### src/rtl/mm_rx_pkg.sv
package mm_rx_pkg;
  typedef enum logic [1:0] {
    MODE_ASYNC_PLAIN = 2'd0,
    MODE_ASYNC_MPROC = 2'd1,
    MODE_SYNC        = 2'd2,
    MODE_SYNC_ALT    = 2'd3
  } rx_mode_e;

  typedef enum logic [1:0] {
    AS_IDLE  = 2'd0,
    AS_START = 2'd1,
    AS_SHIFT = 2'd2
  } async_state_e;

  function automatic logic mode_is_sync(input logic [1:0] m);
    return m[1];
  endfunction
endpackage

### src/rtl/mm_rx_sync_ff.sv
module mm_rx_sync_ff #(
  parameter int unsigned STAGES  = 2,
  parameter logic        RST_VAL = 1'b0
) (
  input  logic clk,
  input  logic rst,
  input  logic d,
  output logic q
);
  logic [STAGES-1:0] chain;

  for (genvar g = 0; g < STAGES; g++) begin : g_stage
    if (g == 0) begin : g_first
      always_ff @(posedge clk) begin
        if (rst) chain[0] <= RST_VAL;
        else     chain[0] <= d;
      end
    end else begin : g_next
      always_ff @(posedge clk) begin
        if (rst) chain[g] <= RST_VAL;
        else     chain[g] <= chain[g-1];
      end
    end
  end

  assign q = chain[STAGES-1];
endmodule

### src/rtl/mm_rx_async.sv
module mm_rx_async
  import mm_rx_pkg::*;
#(
  parameter int unsigned DATA_W  = 8,
  parameter int unsigned OS_RATE = 16
) (
  input  logic              clk,
  input  logic              rst,
  input  logic              hold,
  input  logic              tick,
  input  logic              rx,
  input  logic              extra_bit,
  input  logic              chk_par,
  input  logic              par_odd,
  output logic              done,
  output logic [DATA_W-1:0] data,
  output logic              perr,
  output logic              ferr
);
  localparam int unsigned CNT_W = $clog2(OS_RATE);
  localparam int unsigned BIT_W = $clog2(DATA_W + 3);
  localparam logic [CNT_W-1:0] HALF_M1 = CNT_W'(OS_RATE/2 - 1);
  localparam logic [CNT_W-1:0] FULL_M1 = CNT_W'(OS_RATE - 1);
  localparam logic [BIT_W-1:0] LAST_D  = BIT_W'(DATA_W);

  async_state_e      state;
  logic [CNT_W-1:0]  cnt;
  logic [BIT_W-1:0]  bitn;
  logic [DATA_W-1:0] sh;
  logic              pbit;

  always_ff @(posedge clk) begin
    if (rst || hold) begin
      state <= AS_IDLE;
      cnt   <= '0;
      bitn  <= '0;
      sh    <= '0;
      pbit  <= 1'b0;
      done  <= 1'b0;
      data  <= '0;
      perr  <= 1'b0;
      ferr  <= 1'b0;
    end else begin
      done <= 1'b0;
      case (state)
        AS_IDLE: begin
          if (tick && !rx) begin
            state <= AS_START;
            cnt   <= '0;
          end
        end
        AS_START: begin
          if (tick) begin
            if (cnt == HALF_M1) begin
              if (!rx) begin
                state <= AS_SHIFT;
                cnt   <= '0;
                bitn  <= '0;
              end else begin
                state <= AS_IDLE;
              end
            end else begin
              cnt <= cnt + 1'b1;
            end
          end
        end
        AS_SHIFT: begin
          if (tick) begin
            if (cnt == FULL_M1) begin
              cnt  <= '0;
              bitn <= bitn + 1'b1;
              if (bitn < LAST_D) begin
                sh <= {rx, sh[DATA_W-1:1]};
              end else if (extra_bit && (bitn == LAST_D)) begin
                pbit <= rx;
              end else begin
                done  <= 1'b1;
                data  <= sh;
                ferr  <= !rx;
                perr  <= chk_par && ((^sh ^ pbit) != par_odd);
                state <= AS_IDLE;
              end
            end else begin
              cnt <= cnt + 1'b1;
            end
          end
        end
        default: state <= AS_IDLE;
      endcase
    end
  end
endmodule

### src/rtl/mm_rx_clocked.sv
module mm_rx_clocked #(
  parameter int unsigned DATA_W = 8
) (
  input  logic              clk,
  input  logic              rst,
  input  logic              hold,
  input  logic              sclk_rise,
  input  logic              rx,
  output logic              done,
  output logic [DATA_W-1:0] data
);
  localparam int unsigned CNT_W = $clog2(DATA_W);
  localparam logic [CNT_W-1:0] LAST = CNT_W'(DATA_W - 1);

  logic [CNT_W-1:0]  cnt;
  logic [DATA_W-1:0] sh;

  always_ff @(posedge clk) begin
    if (rst || hold) begin
      cnt  <= '0;
      sh   <= '0;
      done <= 1'b0;
      data <= '0;
    end else begin
      done <= 1'b0;
      if (sclk_rise) begin
        sh <= {rx, sh[DATA_W-1:1]};
        if (cnt == LAST) begin
          cnt  <= '0;
          done <= 1'b1;
          data <= {rx, sh[DATA_W-1:1]};
        end else begin
          cnt <= cnt + 1'b1;
        end
      end
    end
  end
endmodule

### src/rtl/mm_rx_flags.sv
module mm_rx_flags #(
  parameter int unsigned DATA_W = 8
) (
  input  logic              clk,
  input  logic              rst,
  input  logic              done,
  input  logic [DATA_W-1:0] din,
  input  logic              perr,
  input  logic              ferr,
  input  logic              rd,
  input  logic              clr,
  input  logic              int_en,
  output logic [DATA_W-1:0] data,
  output logic              full,
  output logic              pe,
  output logic              oe,
  output logic              fe,
  output logic              irq
);
  logic pend;

  always_ff @(posedge clk) begin
    if (rst) begin
      data <= '0;
      full <= 1'b0;
      pe   <= 1'b0;
      oe   <= 1'b0;
      fe   <= 1'b0;
      pend <= 1'b0;
      irq  <= 1'b0;
    end else begin
      // stage 1: errors and data
      pe   <= (pe & ~clr) | (done & perr);
      oe   <= (oe & ~clr) | (done & full);
      fe   <= (fe & ~clr) | (done & ferr);
      if (done && !full) data <= din;
      pend <= done;
      // stage 2: full flag
      full <= (full & ~rd) | pend;
      irq  <= int_en & (full | pe | oe | fe);
    end
  end
endmodule

### src/rtl/mm_serial_rx.sv
module mm_serial_rx
  import mm_rx_pkg::*;
#(
  parameter int unsigned DATA_W      = 8,
  parameter int unsigned OS_RATE     = 16,
  parameter int unsigned SYNC_STAGES = 2
) (
  input  logic              clk,
  input  logic              rst,
  input  logic              rx_line,
  input  logic              os_tick,
  input  logic              sclk,
  input  logic [1:0]        mode,
  input  logic              par_en,
  input  logic              par_odd,
  input  logic              rx_int_en,
  input  logic              rd_strobe,
  input  logic              err_clr,
  output logic [DATA_W-1:0] rx_data,
  output logic              rx_full,
  output logic              par_err,
  output logic              ovr_err,
  output logic              frm_err,
  output logic              rx_irq
);
  logic rx_s, sclk_s, sclk_d;
  logic sync_sel;
  logic a_done, a_perr, a_ferr, c_done;
  logic [DATA_W-1:0] a_data, c_data;
  logic f_done, f_perr, f_ferr;
  logic [DATA_W-1:0] f_data;

  mm_rx_sync_ff #(.STAGES(SYNC_STAGES), .RST_VAL(1'b1)) u_rx_sync (
    .clk(clk), .rst(rst), .d(rx_line), .q(rx_s));
  mm_rx_sync_ff #(.STAGES(SYNC_STAGES), .RST_VAL(1'b0)) u_sclk_sync (
    .clk(clk), .rst(rst), .d(sclk), .q(sclk_s));

  always_ff @(posedge clk) begin
    if (rst) sclk_d <= 1'b0;
    else     sclk_d <= sclk_s;
  end

  assign sync_sel = mode_is_sync(mode);

  mm_rx_async #(.DATA_W(DATA_W), .OS_RATE(OS_RATE)) u_async (
    .clk(clk), .rst(rst), .hold(sync_sel), .tick(os_tick), .rx(rx_s),
    .extra_bit((mode == MODE_ASYNC_MPROC) || ((mode == MODE_ASYNC_PLAIN) && par_en)),
    .chk_par((mode == MODE_ASYNC_PLAIN) && par_en),
    .par_odd(par_odd), .done(a_done), .data(a_data),
    .perr(a_perr), .ferr(a_ferr));

  mm_rx_clocked #(.DATA_W(DATA_W)) u_clocked (
    .clk(clk), .rst(rst), .hold(!sync_sel), .sclk_rise(sclk_s && !sclk_d),
    .rx(rx_s), .done(c_done), .data(c_data));

  always_comb begin
    if (sync_sel) begin
      f_done = c_done;
      f_data = c_data;
      f_perr = 1'b0;
      f_ferr = 1'b0;
    end else begin
      f_done = a_done;
      f_data = a_data;
      f_perr = a_perr;
      f_ferr = a_ferr;
    end
  end

  mm_rx_flags #(.DATA_W(DATA_W)) u_flags (
    .clk(clk), .rst(rst), .done(f_done), .din(f_data), .perr(f_perr),
    .ferr(f_ferr), .rd(rd_strobe), .clr(err_clr), .int_en(rx_int_en),
    .data(rx_data), .full(rx_full), .pe(par_err), .oe(ovr_err),
    .fe(frm_err), .irq(rx_irq));
endmodule

### config.mk
export PLATFORM = sky130hd
export DESIGN_NAME = mm_serial_rx
export DESIGN_NICKNAME = d
export VERILOG_FILES = /design/src/rtl/mm_rx_pkg.sv /design/src/rtl/mm_rx_sync_ff.sv /design/src/rtl/mm_rx_async.sv /design/src/rtl/mm_rx_clocked.sv /design/src/rtl/mm_rx_flags.sv /design/src/rtl/mm_serial_rx.sv
export SDC_FILE = /design/constraint.sdc
export NUM_CORES = 1
export LEC_CHECK = 0
export ABC_CLOCK_PERIOD_IN_PS = 5600
export CORE_MARGIN = 2
export CORE_UTILIZATION = 60
export CTS_CLUSTER_SIZE = 30
export DETAILED_ROUTE_END_ITERATION = 8
export DONT_BUFFER_PORTS = 1
export MAX_ROUTING_LAYER = met4
export PLACE_DENSITY_LB_ADDON = 0.1
export SYNTH_ARGS = -nofsm -noshare
export SYNTH_HDL_FRONTEND = slang
export SYNTH_SLANG_ARGS = --single-unit
export TNS_END_PERCENT = 30
### constraint.sdc
create_clock -name clk -period 5.6 [get_ports clk]
set_clock_uncertainty 0.15 [all_clocks]
set_input_delay 0.56 -clock clk [delete_from_list [all_inputs] [get_ports clk]]
set_output_delay 0.56 -clock clk [all_outputs]
set_load 0.02 [all_outputs]
* After elaboration in Yosys (flattened, before gate mapping)
Cells that the tools add are included.
Operators by class: add/subtract/negate cells 3, mux-type cells 28, magnitude comparators 1, equality and inequality tests 17, reductions and logical operators 27, bitwise operators 24
Operators with widths (number):
- $mux W4 | 10
- $mux W2 | 8
- $reduce_and A5 Y1 | 3
- $pmux W4 S3 | 1
- $ne A2 B2 Y1 const B | 5
- $add A4 B1 Y4 const B | 2
- $and A1 B1 Y1 | 8
- $eq A4 B4 Y1 const B | 2
- $mux W8 | 1
- $not A1 Y1 | 8
- $pmux W4 S2 | 1
- $reduce_xor A8 Y1 | 1
- $or A1 B1 Y1 | 7
- $reduce_and A7 Y1 | 1
- $logic_and A1 B1 Y1 | 6
- $ne A2 B1 Y1 const B | 3
- $pmux W2 S3 | 1
- $reduce_and A6 Y1 | 1
- $mux W1 | 5
- $reduce_or A5 Y1 | 1
- $eq A2 B1 Y1 const B | 2
- $eq A4 B3 Y1 const B | 1
- $logic_not A1 Y1 | 4
- $logic_not A2 Y1 | 2
- other kinds (14) | 16
Storage, ports and cells: output and inout bits 13, logic and storage cells 125, input port bits 12, flip-flop bits (word level) 69

* Logic depth before layout (Yosys ltp)
Gate-level depths: netlist (run 1).
word-level depth 9, gate-level depth with buffers 9, depth with buffers taken out 7

* Modules after synthesis
From an unflattened synthesis (run 1), not the netlist that was laid out.
Second synthesis, totals: cell total of the unflattened synthesis 324, area total of the unflattened synthesis 3230.6 µm²
Modules (own cells, without submodules):
- mm_rx_async | times used 1, cells each 162, sequential area each 600.6 µm², area an instance 1488.9 µm²
- mm_rx_clocked | times used 1, cells each 78, sequential area each 380.4 µm², area an instance 823.3 µm²
- mm_rx_flags | times used 1, cells each 58, sequential area each 280.3 µm², area an instance 610.6 µm²
- mm_serial_rx | times used 1, cells each 18, sequential area each 20.0 µm², area an instance 202.7 µm²
- mm_rx_sync_ff | times used 2, cells each 4, sequential area each 40.0 µm², area an instance 52.6 µm²

* Worst setup path before layout (run 1)
Ideal clock, no wire load.
path type register to register, start point register u_async.state[0], end point register u_async.bitn[3], path slack 3.518 ns, clock period less this slack 2.082 ns, path buffers 1, cell stages (with the launch flop) 9, required time 5.380 ns, library setup time 0.070 ns, arrival 1.861 ns, cells stage by stage dfxtp_1 > inv_1 > ha_1 > buf_6 > mux2_4 > o22ai_4 > o211ai_4 > or4_1 > a21oi_1
Between the ends: cells in the longest elaborated chain, start to end 3, elaborated cells between the ends (all ways) 10, classes of those cells 7 x eq/ne; 1 x mux; 2 x reduce/logical
RTL lines:
- start, declared | line mm_rx_async.sv:26 | async_state_e state;
- start signal, assigned | line mm_rx_async.sv:34 | state <= AS_IDLE;
- start signal, assigned | line mm_rx_async.sv:48 | state <= AS_START;
- start signal, assigned | line mm_rx_async.sv:56 | state <= AS_SHIFT;
- $eq A2 B2 Y1 / $eq A2 B1 Y1 (equally long branches) | line mm_rx_async.sv:45 | case (state)
- $ne A2 B1 Y1 (no line), or another cell as far along
- $reduce_and A6 Y1 (no line)
- end signal, assigned | line mm_rx_async.sv:71 | bitn <= bitn + 1'b1;
- end, declared | line mm_rx_async.sv:28 | logic [BIT_W-1:0] bitn;
Several ways; a longest one is shown, not always the timed one. A chain may end at the register's enable or synchronous reset.

* Worst setup path in the final report (run 1)
start point register u_async.state[0], end point register u_async.perr
Between the ends: cells in the longest elaborated chain, start to end 2
RTL lines:
- $eq A2 B2 Y1 | line mm_rx_async.sv:45
- $reduce_and A5 Y1 (no line)
- end signal, assigned | line mm_rx_async.sv:80 | perr <= chk_par && ((^sh ^ pbit) != par_odd);
- end, declared | line mm_rx_async.sv:17 | output logic perr,
No other way between the ends.

==> results of run 1 <==
## through the flow
stage	utilization	power [mW]	setup slack [ns]	hold WS, ns
6_report	0.654	0.860	3.13	0.130
3_3_place_gp	0.616	0.518	3.20	0.244
5_1_grt	0.654	0.891	2.93	0.104
3_5_place_dp	0.616	0.518	3.12	0.248
4_1_cts	0.654	0.869	3.10	0.118
2_1_floorplan	-	0.518	3.52	0.239
## state kept, by name, summed over array words and instances (netlist names), 2 cells and up
register        count
u_clocked.cnt       3
u_async.data        8
u_clocked.data      8
u_async.sh          8
u_async.state       2
u_flags.data        8
u_async.bitn        4
u_async.cnt         4
u_clocked.sh        7
## layer usage
layer / track usage / part of all wire
met1: 0.270 / 0.52
met2: 0.292 / 0.41
met3: 0.0919 / 0.058
met4: 0.0545 / 0.0044
met5: - / 0
## cell families after synthesis
| kind of cell | after synthesis | share of synthesized area |
|---|---|---|
| fa+ha+maj | 9 | 0.0389 |
| compound gates | 55 | 0.116 |
| flops | 68 | 0.470 |
| xor+xnor | 8 | 0.0290 |
| mux | 28 | 0.0985 |
| buf+inv | 27 | 0.0393 |
| simple gates | 125 | 0.208 |
## power groups by stage
stage	logic [mW]	registers (mW)	clock network [mW]
2_1_floorplan	0.0211	0.497	0
3_3_place_gp	0.0195	0.498	0
3_5_place_dp	0.0197	0.498	0
4_1_cts	0.0198	0.487	0.362
5_1_grt	0.0219	0.487	0.382
6_report	0.0196	0.487	0.353
## final timing paths
path,end,slack (ns),cells past startpoint
hold reg to reg,u_rx_sync.q$_SDFF_PP1_,0.26,1
hold / removal,u_flags.oe$_SDFF_PP0_,0.13,1
setup reg to reg,u_async.perr$_SDFFE_PP0P_,3.13,7
setup / recovery,u_async.perr$_SDFFE_PP0P_,3.13,7
## final cells by class
cell class | instances | area, um^2
multi-input cells | 225 | 1420
clock inverters | 6 | 40.0
well taps | 54 | 67.6
inverters | 11 | 41.3
flip-flops and latches | 68 | 1360
clock buffers | 10 | 138
fillers | 370 | 1620
## placed cells by master, fill, tap and decap left out, drive strengths merged, types with 2 or more instances in the layout
cell / synthesis / layout
or3: 3 / 3
or4: 4 / 4
clkinv: 0 / 5
nor2: 42 / 42
ha: 9 / 9
or2: 6 / 6
clkbuf: 11 / 10
nor3: 2 / 2
dfxtp: 68 / 68
inv: 11 / 11
a21oi: 35 / 35
xnor2: 7 / 7
mux2i: 27 / 27
nand4b: 2 / 2
nand2: 36 / 36
a211oi: 8 / 8
nor2b: 8 / 8
o21ai: 8 / 8
nand2b: 6 / 6
nand3: 11 / 11
==> impl_metrics.ini, run 1 <==
[floorplan]
die_w_um = 73.5
pin_count = 25
coreArea_mm2 = 0.00469
die_area_mm2 = 0.00540
initial_core_util = 0.617
fp-row-count = 25
die_h_um = 73.5

[clock_tree]
post_cts_buffers = 0
htreeDepth = 3
cts_buffer_depth = 2
cts_resized = 0
clk_pin_slew_ns = 0.07
cts_buffers = 9
cts_hold_buf = 0
cts_tree = yes
cts_root_buf = clkbuf_8
clk_latency_ns = 0.33
cts.sinks = 68

[yosys]
synth_edf_count = 0
ys_warn_count = 0
synth_area_leader_cell = dfxtp_1
syn_inst = 320
avgSynthCellArea_um2 = 9.05
synthTopCellsByArea = dfxtp_1 47%, mux2i_1 9.3%, a21oi_1 6.1%
synth_area_mm2 = 0.00290
synth_nets = 341
yosysMostFrequentCell = dfxtp_1
synthFlopType = dfxtp_1
yosysUniqueCellTypes = 36
synth_seq_area_share = 0.470
ys_ff_latch = 68
synthArstFlopShare = 0
ys_top_cells_by_count = 68 x dfxtp_1, 42 x nor2_1, 35 x a21oi_1, 35 x nand2_1, 27 x mux2i_1
netlist.area_leader.share = 0.470

[layout]
stdcell_count = 374
drive_gt1_frac = 0.0844
final_nets = 336
syn_to_final_growth_pct = 5.96
n_antenna_cell = 0
fin_area_mm2 = 0.00307

[critical_path]
critPathTopFamily = simple AND/OR/NAND/NOR gates
cp_cell_sequence = inv_1, ha_1, nand3_1, or3_1, nand2b_1, nand4b_1, a21oi_1
cpPeakStageDelay_ns = 0.44
path_buf_inv = 1
worstSetupPathType = flip-flop to flip-flop
crit_path_end_kind = flip-flop
cp_data_required_time_ns = 5.71
start_kind = flip-flop
r2r-start = u_async.state[0]$_SDFFE_PP0P_
startpoint = u_async.state[0]$_SDFFE_PP0P_
cp.arrival_ns = 2.57
cp_slowest_cell = nand2b_1
critPathMaxFanout = 13

[outcome]
outcome = complete, no violations

[grt]
grt_overflow_total = 0
track_usage = 0.207
grt_max_degree = 31
grt_pass1_vias = 1853
antenna_found_initial = 0
grt_pass1_wl_um = 8250

[place]
dp_cells = 358
port_buffers = 0
dp_hpwl_um = 3360
place.gp.congestion = 0.799
dpl_cell_area_mm2 = 0.00289

[power_and_ir_drop]
p_seq_frac = 0.566
p_leak_nw = 1.08
switchingPower_mw = 0.196
switching_share = 0.228
pwr-share-comb = 0.023
power-per-cell-area_mw_per_mm2 = 280
vdd_drop_max_mv = 0.243
p_int_mw = 0.664
p_clk_frac = 0.411

[route]
vias_per_cell = 5.41
drc_errors = 0
avgRoutedWirePerCell_um = 13.2
drtIter0Drc = 110
vias = 2024
ant_nets = 0
first_pass_iters = 4
wirelength_um = 4950

[timing]
final-hold-violation-count = 0
finalMaxSlewViolations = 0
setup_viol = 0
rsz0062_at_grt = false
slew_headroom = 0.268
period_share = 0.440
fmax_ghz = 0.406
min_period_ns = 2.47
tns_ns = 0
tightest_slew_ns = 1.10

[hold_path]
hp-class = primary input to flip-flop
hp-start = rst

[run]
maxCapViolations = 0
Note: power is estimated with default switching activity, not from simulation.
==> inputs of run 2 (changes only) <==
--- a/config.mk
+++ b/config.mk
@@ -5,7 +5,7 @@
 export SDC_FILE = /design/constraint.sdc
 export NUM_CORES = 1
 export LEC_CHECK = 0
-export ABC_CLOCK_PERIOD_IN_PS = 5600
+export ABC_CLOCK_PERIOD_IN_PS = 2300
 export CORE_MARGIN = 2
 export CORE_UTILIZATION = 60
 export CTS_CLUSTER_SIZE = 30
==> constraint.sdc (replaced) <==
create_clock -name clk -period 2.3 [get_ports clk]
set_clock_uncertainty 0.15 [all_clocks]
set_input_delay 0.23 -clock clk [delete_from_list [all_inputs] [get_ports clk]]
set_output_delay 0.23 -clock clk [all_outputs]
set_load 0.02 [all_outputs]
==> run 2 against run 1 <==
Sequential cell count unchanged. Final cell count up 4.5%. Combinational power rose to 3.6 times the previous value. First-iteration DRC count up 30%. Non-clock buffer count up 17. Clock power rose to 2.8 times the previous value. Register-to-register slack worse by 3.0 ns.
==> impl_metrics.ini, run 2 (synthesized netlist as in run 1, its figures left out) <==
[place]
place_ws_ns = 0.128
place.gp.congestion = 0.755
port_buffers = 0
dp_hpwl_um = 3640
dp_cells = 365
dpl_cell_area_mm2 = 0.00294

[outcome]
outcome = complete, no violations

[critical_path]
r2r-end = u_async.bitn[3]$_SDFFE_PP0P_
startpoint = u_async.state[1]$_SDFFE_PP0P_
reg2reg_depth = 7
worstSetupPathType = flip-flop to flip-flop
cp_data_required_time_ns = 2.42
cp.arrival_ns = 2.30
critPathMaxFanout = 8
crit_path_end_kind = flip-flop
r2r-start = u_async.state[1]$_SDFFE_PP0P_
critPathTopFamily = simple AND/OR/NAND/NOR gates
start_kind = flip-flop
cp_cell_sequence = inv_1, ha_1, mux2_4, o22ai_4, o211ai_4, or4_1, a21oi_1
cpPeakStageDelay_ns = 0.48
path_buf_inv = 1
rrSetupSlack_ns = 0.12
cp_slowest_cell = or4_1

[route]
ant_nets = 0
vias = 2144
vias_per_cell = 5.48
drtIter0Drc = 143
wirelength_um = 5510
avgRoutedWirePerCell_um = 14.1
drc_errors = 0
first_pass_iters = 4

[grt]
grt_overflow_total = 0
antenna_found_initial = 0
track_usage = 0.236
grt_pass1_wl_um = 9320
grt_pass1_vias = 1970
grt_max_degree = 31

[timing]
setup_viol = 0
finalMaxSlewViolations = 0
tns_ns = 0
min_period_ns = 2.18
hold_slack_ns = 0.0235
period_share = 0.947
final-hold-violation-count = 0
tightest_slew_ns = 0.750
rsz0062_at_grt = false
fmax_ghz = 0.459
slew_headroom = 0.498
setup_ws_ns = 0.122

[clock_tree]
cts_resized = 0
cts_tree = yes
htreeDepth = 3
cts_buffer_depth = 2
cts_root_buf = clkbuf_8
post_cts_buffers = 0
cts.sinks = 68
clk_pin_slew_ns = 0.07
cts_buffers = 9
clk_latency_ns = 0.34

[layout]
mostFrequentLayoutCell = dfxtp_1
n_antenna_cell = 0
final_util = 0.692
stdcell_count = 391
layout_common_cells = 68 x dfxtp_1, 42 x nor2_1, 35 x a21oi_1, 35 x nand2_1, 27 x mux2i_1
final_nets = 353
fin_area_mm2 = 0.00325
drive_gt1_frac = 0.0979
syn_to_final_growth_pct = 12.1

[power_and_ir_drop]
power-per-cell-area_mw_per_mm2 = 689
vdd_drop_max_mv = 0.672
power_mw = 2.24
p_leak_nw = 1.17

[floorplan]
die_h_um = 73.5
initial_core_util = 0.617
die_area_mm2 = 0.00540
fp-row-count = 25
die_w_um = 73.5
pin_count = 25
coreArea_mm2 = 0.00469

[run]
maxCapViolations = 0

[hold_path]
hold_end = u_flags.data[3]$_SDFFE_PP0P_
min_path_cells = 2
hp-start = mode[1]
hp-class = primary input to flip-flop
run 2: cell types whose count changed in the layout (fill, tap and decap cells not counted):
cell	previous run	this run
buf_4	0	7
clkbuf_8	10	11
bufinv_16	0	1
clkinv_4	2	0
clkinv_2	3	2
clkbuf_1	0	1
dlygate4sd3_1	0	10
run 2: area by class of cell:
| class | count | area (um^2) |
|---|---|---|
| fill | 381 | 1450 |
| multi-input combinational | 225 | 1420 |
| sequential | 68 | 1360 |
| clock buffer | 12 | 155 |
| timing repair buffer | 17 | 153 |
| tap | 54 | 67.6 |
| clock inverter | 4 | 47.5 |
| inverter | 11 | 41.3 |
run 2: metal layers:
layer,share of wire,GRT usage,vias to the layer above
li1,-,-,1111
met1,0.47,0.305,973
met2,0.44,0.330,49
met3,0.066,0.106,11
met4,0.020,0.0727,0
met5,0,-,-
run 2: worst max path at each step:
stage                                   endpoint  slack, ns  cells past startpoint
finish              u_async.bitn[3]$_SDFFE_PP0P_       0.12                      7
global route        u_async.bitn[3]$_SDFFE_PP0P_      0.002                      7
CTS                 u_async.bitn[3]$_SDFFE_PP0P_       0.11                      7
detailed placement  u_async.bitn[3]$_SDFFE_PP0P_       0.13                      7
global placement    u_async.bitn[3]$_SDFFE_PP0P_       0.22                      7
floorplan           u_async.bitn[3]$_SDFFE_PP0P_       0.22                      8
run 2: where the power goes:
part	switching (mW)	internal, mW
Sequential	0.00328	1.18
Combinational	0.0411	0.0304
Clock	0.425	0.556
run 2: repair_timing:
action                     in CTS  in global routing
setup endpoints to repair       0                  0
hold buffers                   10                  0
hold endpoints to repair       20                  0
